## config.mk

```make
export PLATFORM = sky130hd
export DESIGN_NAME = key_commit_gate
export DESIGN_NICKNAME = d
export VERILOG_FILES = /design/src/rtl/kcg_pkg.sv /design/src/rtl/kcg_lock.sv /design/src/rtl/kcg_commit.sv /design/src/rtl/kcg_masked_reg.sv /design/src/rtl/key_commit_gate.sv
export SDC_FILE = /design/constraint.sdc
export NUM_CORES = 1
export LEC_CHECK = 0
export BUFFER_PORTS_ARGS = -buffer_cell sky130_fd_sc_hd__buf_2
export CAP_MARGIN = 0
export CORE_UTILIZATION = 37
export CTS_CLUSTER_DIAMETER = 80
export DETAILED_ROUTE_END_ITERATION = 10
export GPL_TIMING_DRIVEN = 0
export PLACE_DENSITY = 0.85
export SYNTH_ARGS = -nofsm -noshare
export SYNTH_HDL_FRONTEND = slang
export SYNTH_SLANG_ARGS = --single-unit
```

## constraint.sdc

```tcl
create_clock -name clk_i -period 1.5 [get_ports clk_i]
set_clock_uncertainty 0.1 [all_clocks]
set_input_delay 0.15 -clock clk_i [delete_from_list [all_inputs] [get_ports clk_i]]
set_output_delay 0.15 -clock clk_i [all_outputs]
set_load 0.01 [all_outputs]
```

## src/rtl/kcg_pkg.sv

```systemverilog
package kcg_pkg;
  localparam int unsigned ADDR_W  = 12;
  localparam int unsigned DATA_W  = 32;
  localparam int unsigned FIELD_W = 8;

  localparam logic [ADDR_W-1:0] OFF_ALTFN  = 12'h420;
  localparam logic [ADDR_W-1:0] OFF_LOCK   = 12'h520;
  localparam logic [ADDR_W-1:0] OFF_COMMIT = 12'h524;

  localparam logic [DATA_W-1:0] UNLOCK_KEY = 32'h0ACC_E551;

  typedef enum logic [1:0] {
    SEL_NONE,
    SEL_ALTFN,
    SEL_LOCK,
    SEL_COMMIT
  } reg_sel_e;
endpackage

```

## src/rtl/kcg_lock.sv

```systemverilog
module kcg_lock #(
  parameter int unsigned DATA_W = 32,
  parameter logic [DATA_W-1:0] KEY = '0
) (
  input  logic              clk_i,
  input  logic              rst_ni,
  input  logic              wr_i,
  input  logic [DATA_W-1:0] wdata_i,
  output logic              locked_o
);
  logic locked_q;

  always_ff @(posedge clk_i or negedge rst_ni) begin
    if (!rst_ni)   locked_q <= 1'b1;
    else if (wr_i) locked_q <= (wdata_i != KEY);
  end

  assign locked_o = locked_q;

  a_r2_key_unlocks: assert property (@(posedge clk_i) disable iff (!rst_ni)
    (wr_i && wdata_i == KEY) |=> !locked_o);

  a_r3_bad_key_locks: assert property (@(posedge clk_i) disable iff (!rst_ni)
    (wr_i && wdata_i != KEY) |=> locked_o);

  a_r7_lock_holds: assert property (@(posedge clk_i) disable iff (!rst_ni)
    !wr_i |=> $stable(locked_o));
endmodule

```

## src/rtl/kcg_commit.sv

```systemverilog
module kcg_commit #(
  parameter int unsigned FIELD_W = 8
) (
  input  logic               clk_i,
  input  logic               rst_ni,
  input  logic               wr_i,
  input  logic               locked_i,
  input  logic [FIELD_W-1:0] wdata_i,
  output logic [FIELD_W-1:0] mask_o
);
  logic [FIELD_W-1:0] mask_q;

  always_ff @(posedge clk_i or negedge rst_ni) begin
    if (!rst_ni)                 mask_q <= '1;
    else if (wr_i && !locked_i)  mask_q <= wdata_i;
  end

  assign mask_o = mask_q;

  a_r4_locked_hold: assert property (@(posedge clk_i) disable iff (!rst_ni)
    locked_i |=> $stable(mask_o));

  a_r5_unlocked_load: assert property (@(posedge clk_i) disable iff (!rst_ni)
    (wr_i && !locked_i) |=> (mask_o == $past(wdata_i)));
endmodule

```

## src/rtl/kcg_masked_reg.sv

```systemverilog
module kcg_masked_reg #(
  parameter int unsigned FIELD_W = 8
) (
  input  logic               clk_i,
  input  logic               rst_ni,
  input  logic               wr_i,
  input  logic [FIELD_W-1:0] mask_i,
  input  logic [FIELD_W-1:0] wdata_i,
  output logic [FIELD_W-1:0] q_o
);
  // one enable per bit: mask gates the strobe
  for (genvar b = 0; b < FIELD_W; b++) begin : g_bit
    logic bit_q;
    always_ff @(posedge clk_i or negedge rst_ni) begin
      if (!rst_ni)                 bit_q <= 1'b0;
      else if (wr_i && mask_i[b])  bit_q <= wdata_i[b];
    end
    assign q_o[b] = bit_q;
  end

  a_r6_masked_bits_kept: assert property (@(posedge clk_i) disable iff (!rst_ni)
    wr_i |=> (((q_o ^ $past(q_o)) & ~$past(mask_i)) == '0));

  a_r6_open_bits_load: assert property (@(posedge clk_i) disable iff (!rst_ni)
    wr_i |=> ((q_o & $past(mask_i)) == ($past(wdata_i) & $past(mask_i))));

  a_r9_idle_hold: assert property (@(posedge clk_i) disable iff (!rst_ni)
    !wr_i |=> $stable(q_o));
endmodule

```

## src/rtl/key_commit_gate.sv

```systemverilog
module key_commit_gate
  import kcg_pkg::*;
#(
  parameter logic [DATA_W-1:0] KEY = UNLOCK_KEY
) (
  input  logic              clk_i,
  input  logic              rst_ni,
  input  logic              we_i,
  input  logic [ADDR_W-1:0] addr_i,
  input  logic [DATA_W-1:0] wdata_i,
  output logic [DATA_W-1:0] rdata_o,
  output logic [FIELD_W-1:0] altfn_o
);
  localparam int unsigned PAD_W = DATA_W - FIELD_W;

  reg_sel_e           sel;
  logic               locked;
  logic [FIELD_W-1:0] commit_mask;
  logic [FIELD_W-1:0] altfn_q;

  always_comb begin
    unique case (addr_i)
      OFF_ALTFN:  sel = SEL_ALTFN;
      OFF_LOCK:   sel = SEL_LOCK;
      OFF_COMMIT: sel = SEL_COMMIT;
      default:    sel = SEL_NONE;
    endcase
  end

  kcg_lock #(.DATA_W(DATA_W), .KEY(KEY)) u_lock (
    .clk_i    (clk_i),
    .rst_ni   (rst_ni),
    .wr_i     (we_i && sel == SEL_LOCK),
    .wdata_i  (wdata_i),
    .locked_o (locked)
  );

  kcg_commit #(.FIELD_W(FIELD_W)) u_commit (
    .clk_i    (clk_i),
    .rst_ni   (rst_ni),
    .wr_i     (we_i && sel == SEL_COMMIT),
    .locked_i (locked),
    .wdata_i  (wdata_i[FIELD_W-1:0]),
    .mask_o   (commit_mask)
  );

  kcg_masked_reg #(.FIELD_W(FIELD_W)) u_altfn (
    .clk_i   (clk_i),
    .rst_ni  (rst_ni),
    .wr_i    (we_i && sel == SEL_ALTFN),
    .mask_i  (commit_mask),
    .wdata_i (wdata_i[FIELD_W-1:0]),
    .q_o     (altfn_q)
  );

  always_comb begin
    unique case (sel)
      SEL_ALTFN:  rdata_o = {{PAD_W{1'b0}}, altfn_q};
      SEL_LOCK:   rdata_o = {{(DATA_W-1){1'b0}}, locked};
      SEL_COMMIT: rdata_o = {{PAD_W{1'b0}}, commit_mask};
      default:    rdata_o = '0;
    endcase
  end

  assign altfn_o = altfn_q;

  a_r7_lock_write_keeps_cfg: assert property (@(posedge clk_i) disable iff (!rst_ni)
    (we_i && addr_i == OFF_LOCK) |=> ($stable(commit_mask) && $stable(altfn_o)));

  a_r9_stray_write_no_effect: assert property (@(posedge clk_i) disable iff (!rst_ni)
    (we_i && sel == SEL_NONE) |=> ($stable(commit_mask) && $stable(altfn_o) && $stable(locked)));

  a_r3_lock_upper_zero: assert property (@(posedge clk_i) disable iff (!rst_ni)
    (addr_i == OFF_LOCK) |-> (rdata_o[DATA_W-1:1] == '0));
endmodule

```

* Yosys cells after proc, flatten, opt, wreduce, memory -nomap -nowiden *
Index checks and enable logic that the tools add are counted.

storage, ports and cells
  bits in registers = 17
  latch bits = 0
  bits in writable memories = 0
  memory bits (read-only) = 0
  output and inout port bits = 40
  logic and storage cells = 32
  memories kept = 0

cells by class
  add/subtract/negate cells = 0
  multipliers = 0
  div/mod/pow operators = 0
  $lt $le $gt $ge = 0
  equal/unequal tests = 7
  shift-type cells = 0
  muxes and demuxes = 2
  bitwise operators = 0
  reductions and logical operators = 13

operators by type and width
  cell                  count
  $eq 12x11->1 const B  3
  $ne 32x28->1 const B  1
  $pmux 8 s3            1
  $logic_and 1x1->1     12
  $pmux 2 s3            1
  $eq 2x2->1 const B    2
  $eq 2x1->1 const B    1
  $logic_not 1->1       1

* Longest topological paths before layout *
  depth in word-level cells = 5
  gate-level depth with buffers = 5

* Modules after synthesis *
Synthesis repeated with hierarchy kept, for this count alone.

unflattened totals
  cells, all modules = 120
  area, all modules = 1273.7 sq um

modules (own cells, without submodules)
  module           times used  cells an instance  area an instance (sq um)  seq. area each (sq um)
  kcg_masked_reg   1           33                 421.7                     200.2
  key_commit_gate  1           55                 366.6                     0.0
  kcg_commit       1           18                 355.3                     210.2
  kcg_lock         1           14                 130.1                     26.3

* Worst setup path after synthesis *
No wires, ideal clock.

  path type = input to register
  from = in addr_i[9]
  to = reg u_commit.mask_q[0] (netlist: u_commit.mask_o[0])
  library setup time = 0.082 ns
  arrival time = 1.468 ns
  required time = 1.318 ns
  path slack = -0.151 ns
  stages on the path = 5
  buffers on the path = 1
  cells stage by stage = or4b_4 -> nor2_2 -> and4_1 -> buf_4 -> mux2_2

between the ends
  longest elaborated chain between the ends = 5
  elaborated cells on any way between the ends = 7
  those cells by class = eq/ne (4); mux (1); reduce/logical (2)

ends and longest elaborated chain
  element                RTL line               RTL
  start, declared        key_commit_gate.sv:9   input logic [ADDR_W-1:0] addr_i,
  $eq 12x11->1           key_commit_gate.sv:22  unique case (addr_i)
  $pmux 2 s3 (*)         key_commit_gate.sv:22
  $eq 2x2->1 (*)         key_commit_gate.sv:41  .wr_i (we_i && sel == SEL_COMMIT),
  $logic_and 1x1->1 (*)  key_commit_gate.sv:41
  $logic_and 1x1->1 (*)  kcg_commit.sv:15       else if (wr_i && !locked_i) mask_q <= wdata_i;
  end signal, assigned   kcg_commit.sv:15
  end, declared          kcg_commit.sv:11       logic [FIELD_W-1:0] mask_q;

Every way passes the cells marked *; elsewhere a longest branch is shown, timed or not.
A chain may end at the register's enable or synchronous reset.

* Final worst setup path *
  from = in addr_i[9]
  to = out rdata_o[6]

between the ends
  longest elaborated chain between the ends = 4
  elaborated cells on any way between the ends = 8
  those cells by class = eq/ne (6); mux (2)

ends and longest elaborated chain
  element                                   RTL line               RTL
  $eq 12x11->1                              key_commit_gate.sv:22
  $pmux 2 s3 (*)                            key_commit_gate.sv:22
  $eq 2x2->1 or $eq 2x1->1 (tied branches)  key_commit_gate.sv:57  unique case (sel)
  $pmux 8 s3 (*)                            key_commit_gate.sv:57
  end, declared                             key_commit_gate.sv:11  output logic [DATA_W-1:0] rdata_o,

Marked as above.

==> summary.md <==
| Metric | Value |
|---|---|
| Status | `complete, but fails checks` |
| Failing checks | `setup timing` |
| Main combinational cell family by area after synthesis | `buffers and inverters` |
| Largest net degree at the start of global routing | `18` |
| DR vias/cell | `4.40` |
| Number of global-route vias before repair | `1,000` |
| Pwr Density | `487 nW/µm²` |
| I/O pin cnt | `87` |
| Pwr Total | `0.894 mW` |
| Die H | `60.3 µm` |
| Worst-path maximum fanout | `7` |
| Setup slack after layout | `-243 ps` |
| Row count | `20` |
| HPWL after DPL | `2150 µm` |
| Most common library cell in the layout ignoring fill and taps | `buf_2` |
| Sequential area share after synthesis | `34.7%` |
| Slowest cell on the critical path | `or4b_4` |
| CP delay by family, top | `simple AND/OR/NAND/NOR gates` |
| CP arrival | `1490 ps` |
| Leakage | `1.02 nW` |
| Gpl congestion | `0.789` |
| Startpoint types | `input pin` |
| Htree depth | `1` |
| Synthesized area per cell | `10.9 µm²` |
| CORE AREA | `3130 µm²` |
| Period utilization | `116%` |
| Drt pass-1 iters | `2` |
| Number of diodes | `0` |
| Synth Area in Simple Gates | `19.6%` |
| Worst vdd ir | `0.165 mV` |
| Syn Inst Count | `115` |
| Initial Util | `40.2%` |
| Starting DRT DRC Count | `19` |
| Full die area | `3640 µm²` |
| P&R area growth vs syn | `46.2%` |
| Synth warnings | `0` |
| CP Data Required Time | `1250 ps` |
| Tightest Hold Check Type | `input pin to flip-flop` |
| Cell variety after synth | `30` |
| Number of buffers and inverters on the critical path | `3` |
| CP Capture Type | `output pin` |
| Vias | `1,100` |
| #FFs+latches synth | `17` |
| Die width | `60.3 µm` |
| Residual DRC | `0` |
| Max_cap viols | `0` |
| Most used cell, CP | `buf_6` |
| Share of layout cells above drive strength 1 | `68.0%` |
| Adder-Cell Fraction of Synth Area | `0%` |
| Worst skew pair latency | `290 ps` |
| Final #Nets | `254` |
| Period minus WS final | `1740 ps` |
| Synth Area in XOR/XNOR | `0%` |
| GRT Util Overall | `15.6%` |
| Total clock sinks | `17` |
| Port bufs | `62` |
| CP Cell Sequence | `buf_6 > or4b_4 > nor2_4 > and4_1 > buf_6 > a22o_1 > buf_2` |
| Mux cell area share after synthesis | `18.4%` |
| Drt total wl | `2710 µm` |
| Final Hold Viols | `0` |
| RSZ-0062 raised after global routing | `yes` |
| Highest clock rate | `574 MHz` |
| Most frequent cells in the layout | `60 x buf_2, 33 x buf_4, 24 x conb_1, 16 x mux2_4, 9 x dfstp_2` |
| Largest stage delay, worst path | `540 ps` |
| Post-synthesis compound-gate area fraction | `5.57%` |
| Remaining global-route overflow | `0` |
| First-pass GRT wire length | `4160 µm` |
| Drt wl/cell | `10.9 µm` |
| CTS tree | `built` |
| Fin util | `58.8%` |
| CTS Root Cell | `clkbuf_4` |
| # setup viols final | `18` |
| Crit Path Class | `input pin to output pin` |
| Max-slew violations | `0` |
| Initial antenna violation count | `0` |
| Synthesized area | `1260 µm²` |
| Clk pin slew, worst setup/hold paths | `100 ps` |
| Post-route ant nets | `0` |
| CTS Buf Count | `3` |
| Fill cell count | `290` |
| Worst-case clock buffer depth | `2` |
-- through the flow --
stage	setup slack [ps]	instances	area (µm²)	hold slack [ps]	setup TNS (ps)
2_1_floorplan	-151	138	1350	-246	-2840
3_3_place_gp	-375	244	1720	-19.0	-7850
3_5_place_dp	-373	244	1720	-8.68	-8210
4_1_cts	-252	250	1820	11.7	-2270
5_1_grt	-304	250	1840	5.82	-2850
6_report	-243	250	1840	19.1	-2170
-- kinds of logic (layout without fill, tap and decap cells) --
| family | after synthesis | count (layout) |
|---|---|---|
| simple gates | 35 | 35 |
| other cells | 1 | 24 |
| buf+inv | 36 | 104 |
| mux | 18 | 18 |
| compound gates | 8 | 8 |
| flops | 17 | 17 |
-- layout make-up --
cell class                      instances  area [µm²]  share of cell area [%]
Timing Repair Buffer                   64         340                    18.5
Tap cell                               44        55.1                    3.00
Buffer                                 36         285                    15.5
Sequential cell                        17         437                    23.8
Multi-Input combinational cell         85         694                    37.8
Clock buffer                            4        26.3                    1.43
-- timing repair --
item | in CTS | in global routing
hold buffers | 1 | 0
setup buffers | 1 | 0
resized for setup | 16 | 6
endpoints found under the setup margin | 18 | 22
pin swaps | 9 | 8
hold endpoints to repair | 17 | 0
-- final timing paths --
| check | startpoint | to | slack [ps] | cells after the start |
|---|---|---|---|---|
| worst max-delay path | addr_i[9] | rdata_o[6] | -240 | 7 |
| worst min-delay path | wdata_i[6] | u_altfn.g_bit[6].bit_q | 20 | 2 |
| worst max register to register | u_lock.locked_o | u_commit.mask_o[6] | 90 | 4 |
| worst min register to register | u_altfn.g_bit[2].bit_q | u_altfn.g_bit[2].bit_q | 450 | 1 |
| max in group asynchronous | rst_ni | u_commit.mask_o[4] | 790 | 2 |
| min in group asynchronous | rst_ni | u_altfn.g_bit[5].bit_q | 200 | 2 |
-- per-layer routing --
layer / part of all wire, % / GRT usage (%)
met5: 0 / 0
met3: 7.3 / 4.11
met1: 41 / 18.1
met2: 51 / 28.4
met4: 0.92 / 3.32
-- state kept, by name, summed over array words and instances (netlist names) --
name                 flops
u_altfn.g_bit.bit_q      8
u_lock.locked_o          1
u_commit.mask_o          8
-- report_power, final --
part	total, mW	leakage, nW	switching [mW]	internal, mW
Combinational	0.183	0.801	0.0791	0.104
Sequential	0.462	0.205	0.00103	0.461
Clock	0.249	0.0150	0.145	0.104
Total	0.894	1.02	0.226	0.669
-- cell usage after synthesis (all sizes together) --
library cell	n	area, µm²
nor4b	2	32.5
or4b	1	13.8
or2	1	6.26
mux2i	1	10.0
nor3b	1	7.51
o2bb2ai	1	8.76
and4	2	17.5
and3	1	6.26
and4b	1	10.0
nor4bb	4	40.0
conb	1	3.75
or3	1	6.26
nor4	1	6.26
mux2	17	221
and4bb	1	12.5
a22o	7	61.3
nand2	10	40.0
dfrtp	8	200
nor2b	1	6.26
nand4	3	18.8
nor2	4	17.5
nand3	1	5.00
dfstp	9	236
buf	36	269
Note: power is estimated with default switching activity, not from simulation.
